File: config.mk
export PLATFORM = sky130hd
export DESIGN_NAME = cfg_header_space
export DESIGN_NICKNAME = d
export VERILOG_FILES = /design/src/rtl/cfg_hdr_pkg.sv /design/src/rtl/cfg_write_policy.sv /design/src/rtl/cfg_bar_window.sv /design/src/rtl/cfg_header_space.sv
export SDC_FILE = /design/constraint.sdc
export NUM_CORES = 2
export LEC_CHECK = 0
export BUFFER_PORTS_ARGS = -buffer_cell sky130_fd_sc_hd__buf_2
export CAP_MARGIN = 10
export CELL_PAD_IN_SITES_DETAIL_PLACEMENT = 1
export CELL_PAD_IN_SITES_GLOBAL_PLACEMENT = 1
export CORE_MARGIN = 4
export CORE_UTILIZATION = 40
export CTS_CLUSTER_DIAMETER = 120
export DETAILED_ROUTE_END_ITERATION = 6
export GPL_TIMING_DRIVEN = 1
export PLACE_DENSITY = 0.68
export SETUP_SLACK_MARGIN = 0.15
export SKIP_CTS_REPAIR_TIMING = 1
export SLEW_MARGIN = 0
export SYNTH_ARGS = -nofsm -noshare
export SYNTH_HDL_FRONTEND = slang
export SYNTH_SLANG_ARGS = --single-unit
File: constraint.sdc
create_clock -name clk -period 4 [get_ports clk]
set_clock_uncertainty 0.2 [all_clocks]
set_input_delay 0.4 -clock clk [delete_from_list [all_inputs] [get_ports clk]]
set_output_delay 0.4 -clock clk [all_outputs]
set_load 0.02 [all_outputs]
File: src/rtl/cfg_hdr_pkg.sv
package cfg_hdr_pkg;
    typedef enum logic {
        ST_IDLE = 1'b0,
        ST_RESP = 1'b1
    } acc_state_e;

    localparam int          NUM_BARS   = 6;
    localparam logic [5:0]  OFF_CMD    = 6'h04;
    localparam logic [5:0]  OFF_STAT   = 6'h06;
    localparam logic [5:0]  OFF_CLS    = 6'h0C;
    localparam logic [5:0]  OFF_LAT    = 6'h0D;
    localparam logic [3:0]  WORD_BAR0  = 4'd4;
    localparam logic [5:0]  OFF_ROM    = 6'h30;
    localparam logic [5:0]  OFF_INTLN  = 6'h3C;
endpackage

File: src/rtl/cfg_write_policy.sv
module cfg_write_policy
    import cfg_hdr_pkg::*;
(
    input  logic [2:0]  acc_size,
    input  logic [5:0]  acc_off,
    input  logic [31:0] wdata,
    input  logic [31:0] old_word,
    input  logic [4:0]  bar_log2,
    output logic        size_ok,
    output logic        wr_err,
    output logic [3:0]  lanes,
    output logic [31:0] new_word,
    output logic        bar_load
);
    logic        is_bar;
    logic [31:0] type_m;
    logic [31:0] span_m1;

    assign size_ok = (acc_size == 3'd1) || (acc_size == 3'd2) || (acc_size == 3'd4);
    assign is_bar  = (acc_off[1:0] == 2'b00) && (acc_off[5:2] >= WORD_BAR0)
                   && (acc_off[5:2] <= WORD_BAR0 + 4'd5);
    assign type_m  = old_word[0] ? 32'h3 : 32'hF;
    assign span_m1 = (32'h1 << bar_log2) - 32'h1;

    always_comb begin
        wr_err   = 1'b0;
        lanes    = 4'b0000;
        new_word = wdata << {acc_off[1:0], 3'b000};
        bar_load = 1'b0;
        unique case (acc_size)
            3'd1: begin
                if (acc_off == OFF_CLS || acc_off == OFF_LAT || acc_off == OFF_INTLN)
                    lanes = 4'b0001 << acc_off[1:0];
                else
                    wr_err = 1'b1;
            end
            3'd2: begin
                if (acc_off == OFF_CMD || acc_off == OFF_STAT || acc_off == OFF_CLS)
                    lanes = 4'b0011 << acc_off[1:0];
                else
                    wr_err = 1'b1;
            end
            3'd4: begin
                if (is_bar) begin
                    lanes = 4'b1111;
                    if (wdata == 32'hFFFF_FFFF) begin
                        new_word = ~span_m1 | (old_word & type_m);
                    end else begin
                        new_word = (wdata & ~type_m) | (old_word & type_m);
                        bar_load = 1'b1;
                    end
                end else if (acc_off == OFF_ROM) begin
                    lanes    = 4'b1111;
                    new_word = (wdata == 32'hFFFF_FFFE) ? 32'hFFFF_FFFF : wdata;
                end else if (acc_off == OFF_CMD) begin
                    lanes    = 4'b0011;
                    new_word = wdata;
                end
            end
            default: wr_err = 1'b1;
        endcase
    end
endmodule

File: src/rtl/cfg_bar_window.sv
module cfg_bar_window #(
    parameter bit          IS_IO     = 1'b0,
    parameter int          SPAN_LOG2 = 12,
    parameter logic [31:0] WINDOW    = 32'h0
) (
    input  logic        clk,
    input  logic        rst_n,
    input  logic        load,
    input  logic [31:0] wdata,
    input  logic        space_en,
    input  logic [31:0] addr,
    output logic        hit
);
    localparam logic [32:0] SPAN    = 33'h1 << SPAN_LOG2;
    localparam logic [31:0] CLR_M   = IS_IO ? 32'hFFFF_FFFE : 32'hFFFF_FFFC;

    logic [31:0] base_q;
    logic [31:0] addr_part;
    logic [31:0] delta;

    assign addr_part = wdata & CLR_M;

    always_ff @(posedge clk) begin
        if (!rst_n)
            base_q <= '0;
        else if (load && addr_part != 32'h0)
            base_q <= addr_part + WINDOW;
    end

    assign delta = addr - base_q;
    assign hit   = space_en && (base_q != 32'h0) && (addr >= base_q)
                && ({1'b0, delta} < SPAN);
endmodule

File: src/rtl/cfg_header_space.sv
module cfg_header_space
    import cfg_hdr_pkg::*;
#(
    parameter logic [15:0]       VENDOR_ID  = 16'h5A5A,
    parameter logic [15:0]       DEVICE_ID  = 16'hC0DE,
    parameter logic [31:0]       CLASS_WORD = 32'h0200_0001,
    parameter logic [7:0]        INT_PIN    = 8'h01,
    parameter logic [5:0][31:0]  BAR_PRESET = {32'h0, 32'h0, 32'h0, 32'h8, 32'h1, 32'h0},
    parameter logic [5:0][4:0]   BAR_LOG2   = {5'd4, 5'd5, 5'd6, 5'd16, 5'd8, 5'd12},
    parameter logic [31:0]       IO_WINDOW  = 32'h0001_0000,
    parameter logic [31:0]       MEM_WINDOW = 32'h4000_0000
) (
    input  logic        clk,
    input  logic        rst_n,
    input  logic        acc_valid,
    output logic        acc_ready,
    input  logic        acc_write,
    input  logic [2:0]  acc_size,
    input  logic [5:0]  acc_offset,
    input  logic [31:0] acc_wdata,
    output logic        resp_valid,
    output logic        resp_err,
    output logic [31:0] rd_data,
    input  logic [31:0] hit_addr,
    output logic [5:0]  bar_hit
);
    acc_state_e  state_q, state_d;
    logic [31:0] img_q [16];
    logic [31:0] rd_q;
    logic        err_q;
    logic        accept;
    logic [3:0]  widx;
    logic [4:0]  sel_log2;
    logic        size_ok, wr_err, bar_load;
    logic [3:0]  lanes;
    logic [31:0] new_word;
    logic [31:0] rd_next;
    logic [5:0]  bidx;

    function automatic logic [31:0] reset_word(input int w);
        logic [31:0] v;
        v = 32'h0;
        if (w == 0)  v = {DEVICE_ID, VENDOR_ID};
        if (w == 2)  v = CLASS_WORD;
        if (w == 15) v = {16'h0, INT_PIN, 8'h00};
        for (int i = 0; i < NUM_BARS; i++)
            if (w == i + 4) v = BAR_PRESET[i];
        return v;
    endfunction

    assign accept = acc_valid && (state_q == ST_IDLE);
    assign widx   = acc_offset[5:2];

    always_comb begin
        sel_log2 = 5'd4;
        for (int i = 0; i < NUM_BARS; i++)
            if (widx == WORD_BAR0 + 4'(i)) sel_log2 = BAR_LOG2[i];
    end

    cfg_write_policy u_policy (
        .acc_size (acc_size),
        .acc_off  (acc_offset),
        .wdata    (acc_wdata),
        .old_word (img_q[widx]),
        .bar_log2 (sel_log2),
        .size_ok  (size_ok),
        .wr_err   (wr_err),
        .lanes    (lanes),
        .new_word (new_word),
        .bar_load (bar_load)
    );

    always_comb begin
        rd_next = '0;
        bidx    = '0;
        for (int b = 0; b < 4; b++) begin
            bidx = acc_offset + 6'(b);
            if (size_ok && (3'(b) < acc_size))
                rd_next[8*b +: 8] = img_q[bidx[5:2]][{bidx[1:0], 3'b000} +: 8];
        end
    end

    always_ff @(posedge clk) begin
        if (!rst_n)
            state_q <= ST_IDLE;
        else
            state_q <= state_d;
    end

    always_comb begin
        state_d = state_q;
        unique case (state_q)
            ST_IDLE: if (acc_valid) state_d = ST_RESP;
            ST_RESP: state_d = ST_IDLE;
        endcase
    end

    always_comb begin
        acc_ready  = (state_q == ST_IDLE);
        resp_valid = (state_q == ST_RESP);
        resp_err   = err_q;
        rd_data    = rd_q;
    end

    always_ff @(posedge clk) begin
        if (!rst_n) begin
            rd_q  <= '0;
            err_q <= 1'b0;
            for (int w = 0; w < 16; w++) img_q[w] <= reset_word(w);
        end else if (accept) begin
            rd_q  <= acc_write ? 32'h0 : rd_next;
            err_q <= acc_write ? wr_err : !size_ok;
            if (acc_write)
                for (int l = 0; l < 4; l++)
                    if (lanes[l]) img_q[widx][8*l +: 8] <= new_word[8*l +: 8];
        end
    end

    for (genvar g = 0; g < NUM_BARS; g++) begin : g_bar
        cfg_bar_window #(
            .IS_IO     (BAR_PRESET[g][0]),
            .SPAN_LOG2 (int'(BAR_LOG2[g])),
            .WINDOW    (BAR_PRESET[g][0] ? IO_WINDOW : MEM_WINDOW)
        ) u_win (
            .clk      (clk),
            .rst_n    (rst_n),
            .load     (accept && acc_write && bar_load && (widx == WORD_BAR0 + 4'(g))),
            .wdata    (acc_wdata),
            .space_en (BAR_PRESET[g][0] ? img_q[1][0] : img_q[1][1]),
            .addr     (hit_addr),
            .hit      (bar_hit[g])
        );
    end
endmodule

==> summary.txt <==
Synthesis
  – Post-Synth XOR/XNOR Area: 1.468%
  – Yosys warns: 0
  – Syn Area/Cell: 10.19 µm²
  – Syn Inst Count: 5267
  – Area fraction of the dominant cell type after synthesis: 28.64%
  – Post-Synth Adder-Cell Area: 4.475%
  – Most frequent cell after synthesis: nand2_1
  – Post-synth top cells: 693 x nand2_1, 676 x nor2_1, 512 x edfxtp_1
  – Main combinational cell family by area after synthesis: multiplexers
  – Cell taking the most area after synthesis: edfxtp_1
  – Sequential-to-total area share from yosys stat: 36.66%
  – Top post-synthesis cells by area: edfxtp_1 29%, mux4_2 21%, dfxtp_1 8.0%
  – Seq cells post-synth: 727
  – Synthesized cell area: 53680 µm²
  – FFs w/ async S/R, synth: 0%
  – Post-Synth Simple-Gate Area: 16.18%
  – Post-synthesis compound-gate area fraction: 11.52%
  – EDFF count, synth: 512
  – Yosys cell types: 96
  – Post-synthesis mux area share: 24.72%
  – Top_reg_cell synth: edfxtp_1

Clocking
  – CTS tree: built
  – CTS buffer count: 87
  – Clk sink count: 727
  – Worst-case clock buffer depth: 3
  – CTS Root Buffer Type: clkbuf_16
  – Clock insertion delay at the later pin of the skew report: 0.74 ns
  – Clk slew on worst S/H paths: 0.07 ns
  – H-Tree Depth: 3

Global routing
  – Initial antenna violation count: 18
  – Largest net degree at the start of global routing: 151
  – Vias in the first global route: 52.31k
  – Gr ovfl total: 0
  – First-pass GRT wire length: 360000 µm
  – Tot GR Track Use: 34.51%

Placed design
  – IO Port Bufs: 117
  – DP HPWL: 187500 µm
  – Placer Congestion: 0.9876

Power
  – Switch Pwr: 7670 µW
  – Clock Power Share: 35.7%
  – Int Power: 15740 µW
  – Tot Pwr: 23410 µW
  – Worst VDD drop: 0.0003269 V
  – Combinational fraction of design power: 27.0%
  – Flop pwr share: 37.3%
  – Leakage power: 0.02671 µW
  – PwrDens: 344.9 nW/µm²
  – Switching share of power: 32.77%

Run
  – Max Cap Viol: 0

Floorplanning
  – Die span in x: 374.3 µm
  – I/O pin count: 118
  – Rows: 134
  – Total core area: 133500 µm²
  – Die area: 140100 µm²
  – Initial Utilization: 40.22%
  – Die Y-Extent: 374.3 µm

STA
  – Fin crit share: 117.4%
  – Max Clock Freq: 213.0 MHz
  – Setup violators final: 6
  – Max_slew headroom: 27.09%
  – Final Hold Fails: 0
  – Final worst slack: -0.6941 ns
  – Actual slew at the worst max-slew pin: 1.090 ns
  – Max-slew violations: 0
  – Fin crit period: 4.694 ns
  – Unrepaired setup endpoints after global routing: true

Detailed routing
  – Pre-antenna DRT Iters: 6
  – Final WL: 250700 µm
  – Routed len/inst: 31.18 µm
  – Initial DRC count: 6264
  – Antenna Violating Nets Remaining: 0
  – Drt via density: 6.432
  – Number of remaining DRC errors: 0
  – Via count: 51.72k

Layout
  – Layout Utilization: 50.86%
  – Final nets: 6463
  – Area Growth Syn to Fin: 26.44%
  – Share of cells above drive strength 1: 31.41%

Worst setup path
  – CP startpoint kind: register
  – Flop2flop setup slack: 0.72 ns
  – Crit path kind: reg -> out
  – Crit. Startpoint: g_bar[0].u_win.base_q[3]$_SDFFE_PN0P_
  – Crit path max fanout: 2
  – FF-to-FF Start: resp_valid$_SDFF_PP0_
  – Critical path required time: 3.40 ns
  – CP arrival: 4.09 ns
  – CP endpoint kind: primary output

Status
  – Status: finished, violations left
  – Failing checks: setup timing

Hold path
  – Worst hold start: acc_wdata[15]
  – Hold Path Class: in -> reg
[area by class of cell]
class | instances | area, µm²
inverter | 261 | 988.4
clock buffer | 104 | 2261
timing repair buffer | 1024 | 8265
sequential | 727 | 19740
clock inverter | 57 | 686.9
multi-input combinational | 4093 | 33700
tap | 1768 | 2212
antenna | 8 | 20.02
fill | 14720 | 65580
[routing by layer]
layer / GRT usage, % / vias up / part of all wire [%]
li1: - / 21630 / -
met1: 44.18 / 26020 / 38
met2: 53.52 / 3281 / 45
met3: 9.156 / 792 / 11
met4: 18.44 / 8 / 6.9
met5: 0 / - / 0.019
[stage by stage]
step                setup WS, ns  hold slack [ns]  instance area (µm²)  setup TNS [ns]  cells
floorplan                 0.2314           0.2543                54420               0   5459
finish                   -0.6941         0.002510                67870          -2.998   8042
detailed placement       -0.7227           0.2561                63090          -3.109   7844
global placement         -0.7325           0.2586                63090          -2.718   7844
global route             -0.9112        0.0008792                67850          -4.086   8034
CTS                       -1.278          -0.1789                66040          -5.775   8005
[power groups by stage]
| stage | Sequential (µW) | Clock [µW] | Combinational [µW] |
|---|---|---|---|
| global route | 8750 | 8750 | 6520 |
| CTS | 8700 | 8450 | 5930 |
| finish | 8730 | 8370 | 6310 |
| detailed placement | 8860 | 0 | 5890 |
| global placement | 8820 | 0 | 5790 |
| floorplan | 8690 | 0 | 3310 |
[placed cells by master (no fill, tap or decap), drive strengths merged, types with 34 or more instances in the layout]
cell and n:
nand2 693, a21o 60, conb 194, dfxtp 215, mux2i 201, xor2 34
mux4 496, o21ai 165, inv 269, nor3 63, buf 1015, edfxtp 512
xnor2 56, ha 192, nor2 677, clkbuf 104, a22oi 43, nand4 100
a31oi 78, a21oi 259, a211oi 48, o22ai 63, nor4 77, nand3 189
[flip-flops by register name, indices dropped and copies added (netlist names)]
signal              count
resp_err                1
img_q                 512
g_bar.u_win.base_q    181
resp_valid              1
rd_data                32
[final timing paths]
check	depth (start not counted)	to
worst min-delay path	3	g_bar[4].u_win.base_q[15]$_SDFFE_PN0P_
worst min register to register	1	rd_data[26]$_SDFFE_PN0P_
worst max register to register	8	img_q[9][2]$_SDFFCE_PN0P_
worst max-delay path	15	bar_hit[0]
[cell families after synthesis]
logic type | count (synthesis)
simple gates | 1966
compound gates | 946
flops | 727
mux | 705
buf+inv | 639
fa+ha+maj | 192
xor+xnor | 90
other cells | 2
[critical path: stages (launching register included)]
cell and delay [ns]:
dfxtp_2 0.34, inv_2 0.05, ha_4 0.22, nor2b_4 0.11, o211ai_1 0.28, a211oi_2 0.14
a211oi_2 0.31, buf_4 0.18, mux2i_1 0.21, o2111ai_1 0.14, or4_4 0.54, nor4_4 0.25
nand4_1 0.16, nor4_2 0.16, buf_4 0.16, buf_6 0.11
Note: power is estimated with default switching activity, not from simulation.
